`config.mk`:
```
export PLATFORM = sky130hd
export DESIGN_NAME = frame_stack_unit
export DESIGN_NICKNAME = d
export VERILOG_FILES = /design/src/rtl/frame_stack_unit.sv
export SDC_FILE = /design/constraint.sdc
export NUM_CORES = 1
export LEC_CHECK = 0
export BUFFER_PORTS_ARGS = -buffer_cell sky130_fd_sc_hd__clkbuf_2
export CAP_MARGIN = 20
export CORE_AREA = 2 2 131 133
export CTS_CLUSTER_SIZE = 28
export DETAILED_ROUTE_END_ITERATION = 6
export DIE_AREA = 0 0 133 135
export PLACE_DENSITY = 0.87
export SKIP_CTS_REPAIR_TIMING = 1
export SLEW_MARGIN = 0
export SYNTH_ARGS = -nofsm -noshare
export SYNTH_HDL_FRONTEND = slang
export SYNTH_SLANG_ARGS = --single-unit
```
`constraint.sdc`:
```
create_clock -name clk -period 5.3 [get_ports clk]
set_clock_uncertainty 0.2 [all_clocks]
set_input_delay 0.53 -clock clk [delete_from_list [all_inputs] [get_ports clk]]
set_output_delay 0.53 -clock clk [all_outputs]
set_load 0.02 [all_outputs]
```
`src/rtl/frame_stack_unit.sv`:
```
module frame_stack_unit #(
  parameter int          XLEN     = 32,
  parameter logic [7:0]  OP_ADJ   = 8'hA3,
  parameter logic [7:0]  OP_ENTER = 8'h0F,
  parameter logic [7:0]  OP_LEAVE = 8'h9F
) (
  input  logic            clk,
  input  logic            rst_n,
  input  logic            cmd_valid,
  input  logic [7:0]      cmd_op,
  input  logic [7:0]      cmd_imm,
  input  logic [XLEN-1:0] fp_in,
  input  logic [XLEN-1:0] sp_in,
  output logic            busy,
  output logic            done,
  output logic [XLEN-1:0] fp_out,
  output logic [XLEN-1:0] sp_out,
  output logic            mem_req,
  output logic            mem_we,
  output logic [XLEN-1:0] mem_addr,
  output logic [XLEN-1:0] mem_wdata,
  input  logic [XLEN-1:0] mem_rdata,
  input  logic            mem_ready
);

  localparam int PADW = XLEN - 10;
  localparam logic [XLEN-1:0] WORD = XLEN'(4);

  typedef enum logic [1:0] {S_IDLE, S_MEM, S_DONE} state_t;
  state_t state;

  logic [XLEN-1:0] imm_sx4, imm_zx4;
  logic            accept;

  assign imm_sx4 = {{PADW{cmd_imm[7]}}, cmd_imm, 2'b00};
  assign imm_zx4 = {{PADW{1'b0}}, cmd_imm, 2'b00};
  assign accept  = cmd_valid && (state == S_IDLE);
  assign busy    = (state != S_IDLE);
  assign done    = (state == S_DONE);

  always_ff @(posedge clk) begin
    if (!rst_n) begin
      state     <= S_IDLE;
      mem_req   <= 1'b0;
      mem_we    <= 1'b0;
      mem_addr  <= '0;
      mem_wdata <= '0;
      fp_out    <= '0;
      sp_out    <= '0;
    end else begin
      case (state)
        S_IDLE: if (accept) begin
          if (cmd_op == OP_ADJ) begin
            sp_out <= sp_in + imm_sx4;
            fp_out <= fp_in;
            state  <= S_DONE;
          end else if (cmd_op == OP_ENTER) begin
            mem_req   <= 1'b1;
            mem_we    <= 1'b1;
            mem_addr  <= sp_in - WORD;
            mem_wdata <= fp_in;
            fp_out    <= sp_in - WORD;
            sp_out    <= sp_in - imm_zx4;
            state     <= S_MEM;
          end else if (cmd_op == OP_LEAVE) begin
            mem_req  <= 1'b1;
            mem_we   <= 1'b0;
            mem_addr <= fp_in;
            sp_out   <= fp_in + WORD;
            state    <= S_MEM;
          end
        end
        S_MEM: if (mem_ready) begin
          mem_req <= 1'b0;
          if (!mem_we) fp_out <= mem_rdata;
          state <= S_DONE;
        end
        S_DONE: state <= S_IDLE;
        default: state <= S_IDLE;
      endcase
    end
  end

  AST_IDLE_QUIET: assert property (@(posedge clk) disable iff (!rst_n)
    !busy |-> (!mem_req && !done));
  AST_DONE_PULSE: assert property (@(posedge clk) disable iff (!rst_n)
    done |=> !done);
  AST_REQ_HELD: assert property (@(posedge clk) disable iff (!rst_n)
    (mem_req && !mem_ready) |=> (mem_req && $stable(mem_addr) && $stable(mem_we) && $stable(mem_wdata)));
  AST_ADJ_ONE_CYCLE: assert property (@(posedge clk) disable iff (!rst_n)
    (cmd_valid && !busy && cmd_op == OP_ADJ) |=> (done && !mem_req && fp_out == $past(fp_in)));
  AST_ENTER_WRITES: assert property (@(posedge clk) disable iff (!rst_n)
    (cmd_valid && !busy && cmd_op == OP_ENTER) |=> (mem_req && mem_we && mem_wdata == $past(fp_in)));
  AST_HANDSHAKE_DONE: assert property (@(posedge clk) disable iff (!rst_n)
    (mem_req && mem_ready) |=> (done && !mem_req));
  AST_LEAVE_READS: assert property (@(posedge clk) disable iff (!rst_n)
    (cmd_valid && !busy && cmd_op == OP_LEAVE) |=> (mem_req && !mem_we && mem_addr == $past(fp_in)));
  AST_BUSY_HOLDS: assert property (@(posedge clk) disable iff (!rst_n)
    (busy && !done) |=> busy);
  AST_UNKNOWN_IGNORED: assert property (@(posedge clk) disable iff (!rst_n)
    (cmd_valid && !busy && cmd_op != OP_ADJ && cmd_op != OP_ENTER && cmd_op != OP_LEAVE) |=> !busy);

endmodule

```
==> key figures <==
Logic synthesis
  – Syn avg cell area: 7.305 um2
  – Largest family of logic cells by synthesized area: compound AO/OA/AOI/OAI gates
  – Synthesized area: 9379 um2
  – Sequential share of the synthesized area: 0.2818
  – Main synth FF type: dfxtp_1
  – Post-synth EDFFs: 0
  – FFs w/ async S/R, synth: 0
  – Flops & latches, synth: 132
  – Compound-cell area share of the yosys netlist: 0.2836
  – Synth area leader: dfxtp_1
  – Synth Area in Adders: 0.05630
  – YS warnings: 0
  – Post-Syn Instances: 1284
  – Multiplexer area fraction after synthesis: 0.008538
  – Syn nets: 1441
  – Synth area leaders: dfxtp_1, a21oi_1, a211oi_1
  – Post-Synth XOR/XNOR Area: 0.08871
  – Synth top area share: 0.2818
  – Simple-Gate Fraction of Synth Area: 0.2280
  – Cell variety after synth: 69

Route
  – DR vias: 10740
  – Final antenna-violating net count: 0
  – TritonRoute pass-1 iters: 6
  – DRT iter0 DRCs: 1481
  – Residual DRC count: 0
  – WL per Instance: 19.36 um
  – WL final: 32.95 mm
  – Vias per inst: 6.311

Floorplanning
  – Die Wd: 133 um
  – Core ar.: 16410 um2
  – I/O pins: 248
  – Chip height: 135 um
  – Initial core utilization: 0.5716
  – Die area: 17960 um2
  – Row Count: 47

Finish
  – Register area: 2643 um2
  – Number of fill cells: 1396
  – Layout cell share with drive strength beyond 1: 0.2186
  – Most frequent cells in the layout: clkbuf_2, a21oi_1, nor2_1, nand2_1, dfxtp_1
  – # nets final: 1626
  – Commonest non-fill, non-tap cell in the layout: clkbuf_2
  – Area Overhead vs Synth: 20.01%
  – Inserted Diodes: 0
  – Area of the multi-input gates: 6266 um2
  – Design Area, Final: 11260 um2

GRT
  – Wire length of the first global-routing pass: 50.44 mm
  – Largest net degree at the start of global routing: 81
  – Number of global-route vias before repair: 9472
  – Grt ovf: 0
  – Total Routing Usage GR: 0.3533
  – Initial antenna violation count: 0

Clocking
  – Root buffer cell: clkbuf_16
  – CTS max path bufs: 2
  – Num Clock Sinks: 132
  – Clock transition at path regs: 70 ps
  – Clk_lat worst skew: 430 ps
  – CTS tree: done
  – CTS Buf Count: 17
  – CTS H-tree depth: 4

Power
  – Leak: 4.638 nW
  – PwrDens: 237.1 nW/um2
  – VDD IR max: 0.0002471 V
  – Power Total: 2.669 mW

Timing
  – Slew @ Worst Pin: 1147 ps
  – Setup repair after global routing missed its margin: false
  – Fin crit period: 3489 ps
  – Fmax: 286.6 MHz
  – Setup TNS: 0 ps
  – Normalized max-slew margin: 0.2290
  – Final-report setup violation count: 0
  – Fin crit share: 0.6584
  – Pins Over Slew Limit: 0
  – Final Hold Viols: 0

Critical path
  – Startpoint types: input pin
  – Crit Path Max Fanout: 35
  – Worst R2R Start: state[1]
  – Critical Path AT: 3630 ps
  – CP Cell Sequence: clkbuf_2 > nand3b_1 > or4_1 > buf_4 > nand2_1 > nand2_1 > a21oi_4 > buf_4 > nor2_1 > a211oi_1
  – WP buf/inv: 3
  – RR Endpoint: sp_out[22]
  – Worst Setup End Kind: flip-flop
  – Crit-path max cell delay: 710 ps
  – Worst endpoint required time: 5440 ps
  – Slowest cell on crit path: a21oi_4
  – CP delay by family, top: simple AND/OR/NAND/NOR gates
  – Slack of the worst reg-to-reg path: 2130 ps
  – Critical path type: in -> reg
  – R2R depth: 6

Outcome
  – Status: finished clean

Min path
  – WHS Endpoint: mem_wdata[0]
  – WHS Path Cells: 3
  – Hold_sp: fp_in[0]
  – Hold Path Class: in -> reg

Job
  – Max-Cap Viols: 0

Place
  – Area after DPL: 10660 um2
  – Detailed Place HPWL: 24.23 mm
  – Port Buffers: 247
  – RePlAce Congestion: 0.9571
-- worst register-to-register path, cell delays in order (launching register included) --
cell and delay (ps):
dfxtp_1 390, or2_2 370, nor2_1 460, o21a_1 940
buf_4 360, o2111ai_1 170, a31oi_1 210
-- flip-flops by register name, indices dropped and copies added (netlist names) --
register   flops
fp_out        32
sp_out        32
mem_addr      32
state          2
mem_wdata     32
mem_req        1
mem_we         1
-- cell usage after synthesis (all sizes together), types with 4 or more instances --
library cell and instances:
mux2i 8, and2 5, buf 21, o22ai 7, xor2 52, a21o 10, o21bai 7, o21ai 65
o21a 7, or3 13, nand2b 8, nor3 17, and3 7, dfxtp 132, o221ai 4, nand4 19
o211ai 16, nor4 10, nor2 163, nand2 147, nand3b 7, and4 8, a211oi 84, o311ai 4
clkbuf 78, a31oi 11, ha 39, a21oi 172, or4 9, a221oi 5, nor2b 9, xnor2 43
nand3 28, a22oi 5, inv 27
-- metal layers --
layer | GRT usage | part of all wire | up-vias
met4 | 0.1284 | 0.032 | 0
li1 | - | - | 4999
met1 | 0.4781 | 0.41 | 4965
met2 | 0.5642 | 0.45 | 688
met3 | 0.06569 | 0.12 | 90
met5 | 0 | 0 | -
-- logic make-up after synthesis --
logic type,Yosys count
xor gates and xnor gates,95
adders and majority gates,41
muxes,8
buffers and inverters,126
and+or+nand+nor,459
AOI/OAI and AO/OA,423
DFF,132
-- per-stage QoR --
| step | util | worst slack (ps) | hold slack, ps | cells |
|---|---|---|---|---|
| 2_1_floorplan | - | 2259 | 330.3 | 1284 |
| 3_3_place_gp | 0.6498 | 1498 | 240.6 | 1669 |
| 3_5_place_dp | 0.6498 | 1467 | 246.9 | 1669 |
| 4_1_cts | 0.6857 | 1858 | 162.8 | 1701 |
| 5_1_grt | 0.6860 | 1616 | 191.5 | 1702 |
| 6_report | 0.6860 | 1811 | 171.1 | 1702 |
-- how the worst max path moves through the flow --
stage / start / end / slack [ps] / cells after the start
floorplan: cmd_imm[7] / sp_out[31] / 2260 / 10
global placement: cmd_imm[7] / sp_out[31] / 1500 / 11
detailed placement: cmd_imm[7] / sp_out[31] / 1470 / 11
CTS: cmd_op[6] / fp_out[4] / 1860 / 10
global route: cmd_op[6] / fp_out[7] / 1620 / 10
finish: cmd_op[6] / fp_out[4] / 1810 / 10
-- power by group --
group,leakage [nW],switching (mW),internal [mW],total (mW)
Combinational,3.29,0.305,0.174,0.479
Sequential,1.06,0.00235,0.995,0.998
Clock,0.280,0.524,0.668,1.19
-- final cells by class --
type,instances,area share
clock buffer,17,0.03779
clock inverter,15,0.01456
inverter,27,0.009004
multi-input combinational,1026,0.5567
sequential,132,0.2348
tap,220,0.02446
timing repair buffer,265,0.1227
Power figures use the tool's default switching activity.
